===== config.mk =====
export PLATFORM = sky130hd
export DESIGN_NAME = cal_time_counter
export DESIGN_NICKNAME = d
export VERILOG_FILES = /design/src/rtl/cal_pkg.sv /design/src/rtl/cal_prescaler.sv /design/src/rtl/cal_sexa.sv /design/src/rtl/cal_hour.sv /design/src/rtl/cal_date.sv /design/src/rtl/cal_time_counter.sv
export SDC_FILE = /design/constraint.sdc
export NUM_CORES = 1
export LEC_CHECK = 0
export ABC_AREA = 0
export BUFFER_PORTS_ARGS = -buffer_cell sky130_fd_sc_hd__buf_2
export CAP_MARGIN = 20
export CORE_MARGIN = 2
export CORE_UTILIZATION = 58
export DETAILED_ROUTE_END_ITERATION = 16
export GPL_ROUTABILITY_DRIVEN = 0
export HOLD_SLACK_MARGIN = 0.15
export PLACE_DENSITY = 0.81
export SLEW_MARGIN = 10
export SYNTH_ARGS = -nofsm -noshare
export SYNTH_HDL_FRONTEND = slang
export SYNTH_SLANG_ARGS = --single-unit

===== constraint.sdc =====
create_clock -name clk -period 4.37 [get_ports clk]
set_input_delay 0 -clock clk [delete_from_list [all_inputs] [get_ports clk]]
set_output_delay 0 -clock clk [all_outputs]
set_load 0.05 [all_outputs]

===== src/rtl/cal_pkg.sv =====
// Package: shared write-port type, register addresses and BCD helpers
// for the calendar time counter. Assumes all values are packed BCD.
package cal_pkg;

    localparam int ADDR_W = 3;
    localparam int DATA_W = 8;

    localparam logic [ADDR_W-1:0] ADR_SEC   = 3'd0;
    localparam logic [ADDR_W-1:0] ADR_MIN   = 3'd1;
    localparam logic [ADDR_W-1:0] ADR_HOUR  = 3'd2;
    localparam logic [ADDR_W-1:0] ADR_DOW   = 3'd3;
    localparam logic [ADDR_W-1:0] ADR_DATE  = 3'd4;
    localparam logic [ADDR_W-1:0] ADR_MONTH = 3'd5;
    localparam logic [ADDR_W-1:0] ADR_YEAR  = 3'd6;

    // One host write already qualified by the write-enable bit
    typedef struct packed {
        logic              en;
        logic [ADDR_W-1:0] addr;
        logic [DATA_W-1:0] data;
    } host_wr_t;

    // Add one to a two-digit BCD value (caller handles the wrap)
    function automatic logic [7:0] bcd_inc(input logic [7:0] v);
        if (v[3:0] == 4'd9)
            return {v[7:4] + 4'd1, 4'd0};
        else
            return {v[7:4], v[3:0] + 4'd1};
    endfunction

    // Two-digit year divisible by four (no century exception)
    function automatic logic is_leap(input logic [7:0] y);
        return ((int'(y[7:4]) * 10 + int'(y[3:0])) % 4) == 0;
    endfunction

    // Last date of a month, in BCD
    function automatic logic [7:0] last_day(input logic [7:0] m,
                                            input logic [7:0] y);
        if (m == 8'h02)
            return is_leap(y) ? 8'h29 : 8'h28;
        else if (m == 8'h04 || m == 8'h06 || m == 8'h09 || m == 8'h11)
            return 8'h30;
        else
            return 8'h31;
    endfunction

endpackage


===== src/rtl/cal_prescaler.sv =====
// Module: cal_prescaler
// Divides the system clock by DIV to make a one-cycle tick. Counts only
// while run is high. restart zeroes the phase, so the next tick lands
// DIV cycles later. Assumes DIV >= 2.
module cal_prescaler #(
    parameter int DIV = 32768
) (
    input  logic clk,
    input  logic rst_n,
    input  logic run,
    input  logic restart,
    output logic tick
);
    localparam int CNT_W = (DIV > 1) ? $clog2(DIV) : 1;
    localparam logic [CNT_W-1:0] LAST = CNT_W'(DIV - 1);

    logic [CNT_W-1:0] cnt;

    // Phase counter: held at zero when stopped, zeroed on restart
    always_ff @(posedge clk) begin
        if (!rst_n)
            cnt <= '0;
        else if (restart || !run)
            cnt <= '0;
        else if (cnt == LAST)
            cnt <= '0;
        else
            cnt <= cnt + 1'b1;
    end

    // Tick marks the last cycle of each period
    always_comb tick = run && (cnt == LAST);

    generate
        if (DIV > 1) begin : g_chk
            // after a restart the tick cannot come in the next cycle
            a_r3_restart_no_tick: assert property (@(posedge clk) disable iff (!rst_n)
                restart |=> !tick);
        end
    endgenerate

endmodule


===== src/rtl/cal_sexa.sv =====
// Module: cal_sexa
// One BCD field counting 00..59 (seconds or minutes). It loads from the
// host port when the write hits ADDR, otherwise advances on inc and
// raises carry when it wraps. Assumes the host loads valid BCD.
module cal_sexa
    import cal_pkg::*;
#(
    parameter logic [ADDR_W-1:0] ADDR = ADR_SEC
) (
    input  logic       clk,
    input  logic       rst_n,
    input  logic       inc,
    input  host_wr_t   wr,
    output logic [7:0] value,
    output logic       carry
);
    logic hit;

    // Host write decode and wrap detect
    always_comb begin
        hit   = wr.en && (wr.addr == ADDR);
        carry = inc && (value == 8'h59);
    end

    // Field register: host load has priority over counting
    always_ff @(posedge clk) begin
        if (!rst_n)
            value <= 8'h00;
        else if (hit)
            value <= wr.data;
        else if (inc)
            value <= (value == 8'h59) ? 8'h00 : bcd_inc(value);
    end

    // 59 wraps to 00
    a_r4_wrap59: assert property (@(posedge clk) disable iff (!rst_n)
        inc && !hit && value == 8'h59 |=> value == 8'h00);
    // without an advance or a write the field holds
    a_r2_hold: assert property (@(posedge clk) disable iff (!rst_n)
        !inc && !hit |=> $stable(value));

endmodule


===== src/rtl/cal_hour.sv =====
// Module: cal_hour
// The hour register. Bit 7 selects 24-hour counting. In 12-hour counting
// bit 5 is the PM flag and bits 4:0 run 12,01..11. carry marks the end of
// a day. Assumes the host writes an hour that is valid for the mode.
module cal_hour
    import cal_pkg::*;
(
    input  logic       clk,
    input  logic       rst_n,
    input  logic       inc,
    input  host_wr_t   wr,
    output logic [7:0] hour,
    output logic       carry
);
    logic       hit;
    logic       mode24;
    logic       pm;
    logic [7:0] nxt;
    logic [7:0] inc24;
    logic [7:0] inc12;

    // Next hour value and day carry for both modes
    always_comb begin
        hit    = wr.en && (wr.addr == ADR_HOUR);
        mode24 = hour[7];
        pm     = hour[5];
        inc24  = bcd_inc({2'b00, hour[5:0]});
        inc12  = bcd_inc({3'b000, hour[4:0]});
        carry  = 1'b0;
        if (mode24) begin
            if (hour[5:0] == 6'h23) begin
                nxt   = {hour[7:6], 6'h00};
                carry = inc;
            end else begin
                nxt = {hour[7:6], inc24[5:0]};
            end
        end else begin
            if (hour[4:0] == 5'h11) begin
                nxt   = {hour[7:6], ~pm, 5'h12};
                carry = inc && pm;
            end else if (hour[4:0] == 5'h12) begin
                nxt = {hour[7:5], 5'h01};
            end else begin
                nxt = {hour[7:5], inc12[4:0]};
            end
        end
    end

    // Hour register: host load has priority over counting
    always_ff @(posedge clk) begin
        if (!rst_n)
            hour <= 8'h12;
        else if (hit)
            hour <= wr.data;
        else if (inc)
            hour <= nxt;
    end

    // 11 -> 12 toggles the PM flag in 12-hour mode
    a_r6_pm_toggle: assert property (@(posedge clk) disable iff (!rst_n)
        inc && !hit && !hour[7] && hour[4:0] == 5'h11
        |=> hour[5] != $past(hour[5]));
    // 12 -> 01 keeps the PM flag
    a_r6_twelve_to_one: assert property (@(posedge clk) disable iff (!rst_n)
        inc && !hit && !hour[7] && hour[4:0] == 5'h12
        |=> hour[4:0] == 5'h01 && $stable(hour[5]));
    // 23 wraps to 00 in 24-hour mode
    a_r5_wrap23: assert property (@(posedge clk) disable iff (!rst_n)
        inc && !hit && hour[7] && hour[5:0] == 6'h23 |=> hour[5:0] == 6'h00);

endmodule


===== src/rtl/cal_date.sv =====
// Module: cal_date
// Day of week, date, month and two-digit year. Advances on inc (end of a
// day) using the month length and the divisible-by-four leap rule. Host
// writes load single fields. Assumes loaded values are valid BCD.
module cal_date
    import cal_pkg::*;
(
    input  logic       clk,
    input  logic       rst_n,
    input  logic       inc,
    input  host_wr_t   wr,
    output logic [2:0] dow,
    output logic [7:0] date,
    output logic [7:0] month,
    output logic [7:0] year
);
    logic [7:0] mlast;
    logic       month_end;
    logic       year_end;

    // End-of-month and end-of-year detection
    always_comb begin
        mlast     = last_day(month, year);
        month_end = (date >= mlast);
        year_end  = month_end && (month == 8'h12);
    end

    // Day-of-week counter 0..6
    always_ff @(posedge clk) begin
        if (!rst_n)
            dow <= 3'd0;
        else if (wr.en && wr.addr == ADR_DOW)
            dow <= wr.data[2:0];
        else if (inc)
            dow <= (dow == 3'd6) ? 3'd0 : dow + 3'd1;
    end

    // Date counter 01..last day of the month
    always_ff @(posedge clk) begin
        if (!rst_n)
            date <= 8'h01;
        else if (wr.en && wr.addr == ADR_DATE)
            date <= wr.data;
        else if (inc)
            date <= month_end ? 8'h01 : bcd_inc(date);
    end

    // Month counter 01..12
    always_ff @(posedge clk) begin
        if (!rst_n)
            month <= 8'h01;
        else if (wr.en && wr.addr == ADR_MONTH)
            month <= wr.data;
        else if (inc && month_end)
            month <= (month == 8'h12) ? 8'h01 : bcd_inc(month);
    end

    // Year counter 00..99
    always_ff @(posedge clk) begin
        if (!rst_n)
            year <= 8'h00;
        else if (wr.en && wr.addr == ADR_YEAR)
            year <= wr.data;
        else if (inc && year_end)
            year <= (year == 8'h99) ? 8'h00 : bcd_inc(year);
    end

    // Feb 28 goes to Feb 29 in a year divisible by four
    a_r9_leap_day: assert property (@(posedge clk) disable iff (!rst_n)
        inc && !wr.en && month == 8'h02 && date == 8'h28 && is_leap(year)
        |=> date == 8'h29 && month == 8'h02);
    // day of week wraps from 6 to 0
    a_r7_dow_wrap: assert property (@(posedge clk) disable iff (!rst_n)
        inc && !wr.en && dow == 3'd6 |=> dow == 3'd0);
    // year 99 wraps to 00 at the end of December
    a_r10_year_wrap: assert property (@(posedge clk) disable iff (!rst_n)
        inc && !wr.en && year == 8'h99 && month == 8'h12 && date == 8'h31
        |=> year == 8'h00 && month == 8'h01);

endmodule


===== src/rtl/cal_time_counter.sv =====
// Module: cal_time_counter (top)
// BCD calendar time counter. Holds the write-enable bit and the run
// state, qualifies host writes, and chains prescaler -> seconds ->
// minutes -> hour -> date. Assumes wr_done marks the end of a host
// transaction and that DIV >= 4.
module cal_time_counter
    import cal_pkg::*;
#(
    parameter int DIV = 32768
) (
    input  logic              clk,
    input  logic              rst_n,
    input  logic              ctl_we,
    input  logic              ctl_wen_val,
    input  logic              host_we,
    input  logic [ADDR_W-1:0] host_addr,
    input  logic [DATA_W-1:0] host_wdata,
    input  logic              wr_done,
    output logic              tick_1hz,
    output logic [7:0]        t_sec,
    output logic [7:0]        t_min,
    output logic [7:0]        t_hour,
    output logic [2:0]        t_dow,
    output logic [7:0]        t_date,
    output logic [7:0]        t_month,
    output logic [7:0]        t_year
);
    localparam int N_SEXA = 2;
    localparam logic [ADDR_W-1:0] ADR_NONE = 3'd7;

    logic            wen_q;
    logic            running;
    logic            wr_ok;
    logic            done_ok;
    logic            adv;
    host_wr_t        wr;
    logic [N_SEXA:0] chain;
    logic [7:0]      sexa_val [N_SEXA];
    logic            day_inc;

    // Write-enable control bit
    always_ff @(posedge clk) begin
        if (!rst_n)
            wen_q <= 1'b0;
        else if (ctl_we)
            wen_q <= ctl_wen_val;
    end

    // Write qualification and the advance strobe
    always_comb begin
        wr_ok    = host_we && wen_q && (host_addr != ADR_NONE);
        done_ok  = wr_done && wen_q;
        wr.en    = wr_ok;
        wr.addr  = host_addr;
        wr.data  = host_wdata;
        adv      = tick_1hz && !wr_ok;
        chain[0] = adv;
    end

    // Run state: a valid completion starts, an accepted write halts
    always_ff @(posedge clk) begin
        if (!rst_n)
            running <= 1'b0;
        else if (done_ok)
            running <= 1'b1;
        else if (wr_ok)
            running <= 1'b0;
    end

    cal_prescaler #(.DIV(DIV)) u_presc (
        .clk     (clk),
        .rst_n   (rst_n),
        .run     (running),
        .restart (done_ok),
        .tick    (tick_1hz)
    );

    generate
        for (genvar i = 0; i < N_SEXA; i++) begin : g_sexa
            cal_sexa #(.ADDR(ADR_SEC + ADDR_W'(i))) u_field (
                .clk   (clk),
                .rst_n (rst_n),
                .inc   (chain[i]),
                .wr    (wr),
                .value (sexa_val[i]),
                .carry (chain[i+1])
            );
        end
    endgenerate

    // Route the seconds and minutes fields to the ports
    always_comb begin
        t_sec = sexa_val[0];
        t_min = sexa_val[1];
    end

    cal_hour u_hour (
        .clk   (clk),
        .rst_n (rst_n),
        .inc   (chain[N_SEXA]),
        .wr    (wr),
        .hour  (t_hour),
        .carry (day_inc)
    );

    cal_date u_date (
        .clk   (clk),
        .rst_n (rst_n),
        .inc   (day_inc),
        .wr    (wr),
        .dow   (t_dow),
        .date  (t_date),
        .month (t_month),
        .year  (t_year)
    );

    // a host write without the enable bit changes no field
    a_r2_ignored_write: assert property (@(posedge clk) disable iff (!rst_n)
        host_we && !wen_q && !tick_1hz
        |=> $stable(t_sec) && $stable(t_min) && $stable(t_hour) && $stable(t_dow)
            && $stable(t_date) && $stable(t_month) && $stable(t_year));
    // an accepted write halts counting (no tick next cycle)
    a_r11_halt: assert property (@(posedge clk) disable iff (!rst_n)
        wr_ok && !done_ok |=> !tick_1hz);
    // the seconds written on a tick edge are kept as written
    a_r11_write_wins: assert property (@(posedge clk) disable iff (!rst_n)
        wr_ok && host_addr == ADR_SEC |=> t_sec == $past(host_wdata));
    // without the enable bit, wr_done does not start counting
    a_r3_done_needs_wen: assert property (@(posedge clk) disable iff (!rst_n)
        !running && wr_done && !wen_q |=> !tick_1hz);

endmodule


==> results_dict.tcl, run 1 <==
set metrics [dict create \
    nets 672 \
    synth.net_count 607 \
    hp-start "host_we" \
    cts_tree "yes" \
    areaGrowthSynthToFinish_pct 17.41 \
    drtIter0Drc 361 \
    grt_pass1_wl_um 21200 \
    ant_nets 0 \
    postSynthAreaPerCell_sq_um 7.832 \
    relSlewSlack_pct 38.62 \
    r2r_slack_ps 430 \
    clk_pin_slew_ps 80 \
    synth_async_sr_flop_share_pct 0 \
    postSynthCellCount 567 \
    synth_compound_area_share_pct 24.65 \
    synth-adder-area-share_pct 6.481 \
    path_cells "nor4b_1 > nand2_1 > o32ai_1 > ha_1 > or4b_2 > nand4_1 > buf_4 > nand3_1 > or4_1 > a31oi_1" \
    cp_top_family "simple AND/OR/NAND/NOR gates" \
    antennaDiodeCount 0 \
    dp_hpwl_um 8754 \
    crit_type "reg2reg" \
    synth_top_family_by_area "simple AND/OR/NAND/NOR gates" \
    cp-startpoint "u_date.month[1]$_SDFFE_PN0P_" \
    yosysTopAreaCellShare_pct 30.66 \
    rows 31 \
    timing.hold.ws_ps 321.8 \
    numPortBuffers 68 \
    max_freq_mhz 254.0 \
    irDropWorstVdd_v 0.0002957 \
    r2r_cells 10 \
    netlist_area_sq_um 4441 \
    ys_ff_latch 68 \
    ios 69 \
    drv_slew 0 \
    yosys.area.top_type "dfxtp_1" \
    grt_pass1_vias 4498 \
    r2r-start "u_date.month[1]$_SDFFE_PN0P_" \
    synth.top_cells.by_area "dfxtp_1, ha_1, nand2_1, a21oi_1, nor2_1" \
    ctsResizeCount 0 \
    tightest_slew_ps 913.6 \
    cap_violations 0 \
    dpl_cell_area_sq_um 4815 \
    synth_most_common_cell "dfxtp_1" \
    min_to "u_date.dow[1]$_SDFFE_PN0P_" \
    wl_um 12710 \
    setup_viol 0 \
    htreeDepth 3 \
    status "complete, no violations" \
    drive_above_1_share_pct 17.58 \
    synthTopCellsByCount "dfxtp_1, nand2_1, nor2_1" \
    drc 0 \
    synth_warnings 0 \
    hold_viol 0 \
    synth_xor_area_share_pct 3.353 \
    finalClockSkew_ps 11.33 \
    vias_per_cell 6.508 \
    fin_crit_sh_pct 90.10 \
    grt_usage_pct 30.85 \
    tns_ps 0 \
    clk-insertion-delay-late_ps 350 \
    synth_edf_count 0 \
    cp_max_fo 11 \
    cts.sinks 68 \
    reg2reg_to "u_date.date[3]$_SDFFE_PN0P_" \
    post_drt_wl_per_cell_um 17.27 \
    fin_area_sq_um 5214 \
    overflow 0 \
    synthDistinctLibCells 71 \
    ys.flop_type "dfxtp_1" \
    critPathMaxStageDelay_ps 620 \
    synthMuxAreaShare_pct 1.662 \
    antenna_found_initial 0 \
    synth_simple_gate_area_share_pct 28.35 \
    dr_total_vias 4790 \
    worst-path-buf-inv 1 \
    grt_max_degree 37 \
    initial_utilization_pct 60.57 \
    endpoint_kind "register" \
    die_w_um 91.50 \
    power.density_nw_per_um2 267.3 \
    cts_inserted_buffers 9 \
    cts_setup_buffers 0 \
    layout_min_cycle_time_ps 3937 \
    ys_seq_area_share_pct 30.66 \
    clk_path_buf_depth 2 \
    die_area_sq_um 8372 \
    cts-root-buf "clkbuf_8" \
    critPathArrivalTime_ps 4190 \
    dr.pass1.iters 5 \
    slowest_stage "nor4b_1" \
    fp.coreArea_sq_um 7331 \
    leakage_nw 2.066 \
    rsz0062_at_grt "false" \
    dieHeight_um 91.50 \
    hold_path.class "in2reg" \
    whs_path_depth 5 \
    startpoint_type "register" \
    total_power_mw 1.394 \
    cp_data_required_time_ps 4620 \
]
logic make-up (layout without fill, tap and decap cells):
group / after synthesis / after routing
compound gates: 163 / 163
buf+inv: 54 / 124
mux: 7 / 7
xor+xnor: 17 / 17
simple gates: 235 / 235
flops: 68 / 68
fa+ha+maj: 23 / 23
registers in the layout, indices dropped and copies added (netlist names):
| name | flops |
|---|---|
| u_hour.hour | 8 |
| g_sexa.u_field.value | 16 |
| u_date.year | 8 |
| u_date.dow | 3 |
| u_date.date | 8 |
| wen_q | 1 |
| u_presc.cnt | 15 |
| running | 1 |
| u_date.month | 8 |
power breakdown:
group | internal [mW] | leakage (nW) | switching, mW
combinational | 0.0390 | 1.40 | 0.0721
clock | 0.395 | 0.122 | 0.252
sequential | 0.625 | 0.549 | 0.0104
total | 1.06 | 2.07 | 0.335
cells in the final DEF, fill, tap and decap left out, drive strengths merged, types with 6 or more instances in the layout:
cell type and instances:
nor3b 6, xnor2 7, nor2 47, o21ai 35, nor3 16, nand4 14, dlygate4sd3 15, nand3 30
nand3b 6, a211oi 13, inv 18, ha 23, nand2 51, buf 74, clkbuf 10, nor2b 9
a21oi 36, dfxtp 68, a31oi 14, xor2 10, and2 10
per-layer routing:
| layer | vias to the layer above | wire, um | GRT usage [%] |
|---|---|---|---|
| met3 | 53 | 1075 | 5.311 |
| li1 | 2244 | - | - |
| met4 | 0 | 494 | 14.90 |
| met1 | 2246 | 5349 | 39.64 |
| met5 | - | 0 | 0 |
| met2 | 247 | 5794 | 49.94 |
repair_timing:
| item | 4_1_cts | 5_1_grt |
|---|---|---|
| setup endpoints to repair | 0 | 0 |
| hold buffers | 15 | 0 |
| endpoints found under the hold margin | 45 | 0 |
worst max path at each step:
stage                                        endpoint  depth (start not counted)  slack [ps]
after global routing      u_date.date[3]$_SDFFE_PN0P_                         10         200
after detailed placement  u_date.date[3]$_SDFFE_PN0P_                         10         500
final                     u_date.date[3]$_SDFFE_PN0P_                         10         430
after CTS                 u_date.date[3]$_SDFFE_PN0P_                         10         470
after global placement    u_date.date[3]$_SDFFE_PN0P_                         10         740
after floorplan           u_date.date[3]$_SDFFE_PN0P_                         10         600
per-stage QoR:
stage | std cells | worst slack [ps] | utilization [%]
2_1_floorplan | 567 | 603.3 | -
3_3_place_gp | 705 | 738.5 | 65.68
3_5_place_dp | 705 | 501.8 | 65.68
4_1_cts | 736 | 467.3 | 71.12
5_1_grt | 736 | 197.7 | 71.12
6_report | 736 | 432.8 | 71.12
worst reg2reg max path: cells and delay by family, from the launching register on:
family,cells,cell delay (ps)
AOI/OAI and AO/OA,2,530
adders and majority gates,1,290
buffers and inverters,1,170
DFF,1,500
and+or+nand+nor,6,2350
layout make-up:
cell class | instances | area [sq um]
flip-flops and latches | 68 | 1361
inverters | 19 | 71.32
repair buffers | 89 | 535.5
clock inverters | 6 | 111.4
multi-input cells | 445 | 2873
well taps | 99 | 123.9
clock buffers | 10 | 137.6
fillers | 571 | 2117
(Power assumes the default switching activity.)
==> inputs of run 2 (changes only) <==
--- a/config.mk
+++ b/config.mk
@@ -5,15 +5,15 @@
 export SDC_FILE = /design/constraint.sdc
 export NUM_CORES = 1
 export LEC_CHECK = 0
-export ABC_AREA = 0
+export ABC_AREA = 1
 export BUFFER_PORTS_ARGS = -buffer_cell sky130_fd_sc_hd__buf_2
 export CAP_MARGIN = 20
 export CORE_MARGIN = 2
-export CORE_UTILIZATION = 58
+export CORE_UTILIZATION = 57
 export DETAILED_ROUTE_END_ITERATION = 16
 export GPL_ROUTABILITY_DRIVEN = 0
 export HOLD_SLACK_MARGIN = 0.15
-export PLACE_DENSITY = 0.81
+export PLACE_DENSITY = 0.8
 export SLEW_MARGIN = 10
 export SYNTH_ARGS = -nofsm -noshare
 export SYNTH_HDL_FRONTEND = slang
==> results_dict.tcl, run 2 <==
set metrics [dict create \
    rsz0062_at_grt "false" \
    cts-root-buf "clkbuf_8" \
    min_to "u_date.date[1]$_SDFFE_PN0P_" \
    finalClockSkew_ps 6.894 \
    setup_viol 0 \
    fin_crit_sh_pct 64.31 \
    postSynthCellCount 628 \
    clk_path_buf_depth 2 \
    numPortBuffers 68 \
    grt_pass1_wl_um 18000 \
    stdcell_count 811 \
    cap_violations 0 \
    yosys.area.top_type "dfxtp_1" \
    worst-path-buf-inv 2 \
    largest_register "g_sexa.u_field.value" \
    drtIter0Drc 315 \
    power_frac_seq_pct 46.7 \
    critPathMaxStageDelay_ps 390 \
    power.density_nw_per_um2 269.3 \
    hold_path.class "in2reg" \
    yosysTopAreaCellShare_pct 32.35 \
    endpoint_kind "register" \
    ys_ff_latch 68 \
    critPathArrivalTime_ps 3060 \
    cp_data_required_time_ps 4620 \
    areaGrowthSynthToFinish_pct 18.47 \
    leakage_nw 2.462 \
    clockPowerShare_pct 47.5 \
    placed_cells 784 \
    clk-insertion-delay-late_ps 340 \
    synth_edf_count 0 \
    cts_setup_buffers 0 \
    final_cell_mix "nand2_1, nor2_1, inv_1" \
    synthDistinctLibCells 37 \
    grt_pass1_vias 3976 \
    synthTopCellsByCount "nand2_1, nor2_1, inv_1" \
    post_drt_wl_per_cell_um 13.46 \
    fp.coreArea_sq_um 7214 \
    cts.sinks 68 \
    htreeDepth 3 \
    dieHeight_um 89.92 \
    synth_async_sr_flop_share_pct 0 \
    wl_um 10910 \
    preCtsSetupSlack_ps 1668 \
    vias_per_cell 5.509 \
    synth.top_cells.by_area "dfxtp_1, nand2_1, nor2_1, inv_1, ha_1" \
    layout_min_cycle_time_ps 2810 \
    nets 747 \
    relSlewSlack_pct 41.96 \
    hp-start "host_addr[1]" \
    tightest_slew_ps 865.3 \
    cp_top_family "simple AND/OR/NAND/NOR gates" \
    status "complete, no violations" \
    max_freq_mhz 355.8 \
    switchingPower_mw 0.3019 \
    power_frac_comb_pct 5.8 \
    post-route-worst-setup-slack_ps 1560 \
    ios 69 \
    largest_register_ffs 16 \
    p_int_mw 1.041 \
    rows 31 \
    switching_share_pct 22.48 \
    reg2reg_to "u_date.date[7]$_SDFFE_PN0P_" \
    irDropWorstVdd_v 0.0001657 \
    slowest_stage "dfxtp_1" \
    overflow 0 \
    netlist_area_sq_um 4208 \
    synth_warnings 0 \
    reg_top3 "g_sexa.u_field.value (16), u_presc.cnt (15)" \
    r2r-start "u_date.month[0]$_SDFFE_PN1P_" \
    dr_total_vias 4468 \
    initial_utilization_pct 58.32 \
    r2r_slack_ps 1560 \
    antennaDiodeCount 0 \
    antenna_found_initial 0 \
    path_cells "inv_1 > nor2_1 > nand3_1 > inv_1 > nor2_1 > o22ai_1 > a21oi_1 > ha_1 > nand2_1 > nor2_1 > nand2_1 > nand3_1 > nor2_1 > nand2_1 > nand2_2 > nand2_1 > a21oi_1" \
    dp_hpwl_um 7875 \
    grt_usage_pct 27.06 \
    startpoint_type "register" \
    r2r_cells 17 \
    final_common_cell "nand2_1" \
    postSynthAreaPerCell_sq_um 6.700 \
    tns_ps 0 \
    synth.net_count 668 \
    grt_max_degree 29 \
    whs_path_depth 6 \
    dr.pass1.iters 4 \
    drv_slew 0 \
    drive_above_1_share_pct 14.75 \
    synth_most_common_cell "nand2_1" \
    ant_nets 0 \
    drc 0 \
    die_w_um 89.92 \
    cp_max_fo 7 \
    die_area_sq_um 8086 \
    ys.flop_type "dfxtp_1" \
    ys_seq_area_share_pct 32.35 \
    crit_type "reg2reg" \
    clk_pin_slew_ps 80 \
    cts_tree "yes" \
    hold_viol 0 \
    cts_inserted_buffers 9 \
]
run 2: cell type report:
type | count | area, sq um
tap | 99 | 123.9
sequential | 68 | 1361
timing repair buffer | 79 | 450.4
clock inverter | 6 | 111.4
fill | 639 | 2230
inverter | 84 | 315.3
clock buffer | 10 | 137.6
multi-input combinational | 465 | 2485
run 2: cell families after synthesis:
group | synth area share, %
AND/OR/NAND/NOR | 31.46
flip-flops | 32.35
adder cells (fa/ha/maj) | 6.839
buffers and inverters | 8.594
AO/OA/AOI/OAI | 16.80
XOR/XNOR | 3.955
run 2: through the flow:
| step | util [%] | area, sq um | total power, mW | hold slack, ps |
|---|---|---|---|---|
| 5_1_grt | 69.09 | 4985 | 1.388 | 206.4 |
| 3_5_place_dp | 64.12 | 4626 | 0.7101 | 200.9 |
| 2_1_floorplan | - | 4208 | 0.6832 | 94.24 |
| 6_report | 69.09 | 4985 | 1.343 | 177.3 |
| 3_3_place_gp | 64.12 | 4626 | 0.7082 | 193.5 |
| 4_1_cts | 69.09 | 4985 | 1.347 | 176.1 |
run 2: power by group through the flow:
stage          Clock [mW]  Sequential (mW)  Combinational, mW
5_1_grt             0.675            0.627             0.0851
4_1_cts             0.644            0.627             0.0766
3_5_place_dp            0            0.641             0.0690
3_3_place_gp            0            0.641             0.0674
2_1_floorplan           0            0.647             0.0361
6_report            0.638            0.627             0.0778
run 2: what timing repair did:
action	CTS	global route
hold buffers	11	0
endpoints found under the hold margin	16	0
gates resized for setup	0	0
run 2: worst max-delay path by stage:
stage	cells past startpoint	endpoint	from
after detailed placement	18	u_date.date[6]$_SDFFE_PN0P_	u_date.month[0]$_SDFFE_PN1P_
after CTS	18	u_date.date[6]$_SDFFE_PN0P_	u_date.month[0]$_SDFFE_PN1P_
after global routing	17	u_date.date[7]$_SDFFE_PN0P_	u_date.month[0]$_SDFFE_PN1P_
after global placement	18	u_date.date[6]$_SDFFE_PN0P_	u_date.month[0]$_SDFFE_PN1P_
final	17	u_date.date[7]$_SDFFE_PN0P_	u_date.month[0]$_SDFFE_PN1P_
after floorplan	18	u_date.date[4]$_SDFFE_PN0P_	u_date.month[0]$_SDFFE_PN1P_
run 2: tightest hold or removal path: cells and delay by family:
kind                   cells  cell delay, ps
AND/OR/NAND/NOR            3             210
buffers and inverters      1             140
AO/OA/AOI/OAI              2             120
run 2: metal layers:
metal / vias up / routed length, um / global-route usage [%]
met5: - / 0 / 0
met4: 0 / 310 / 12.31
met3: 36 / 629 / 4.023
met2: 156 / 5132 / 46.59
met1: 2058 / 4841 / 33.53
li1: 2218 / - / -
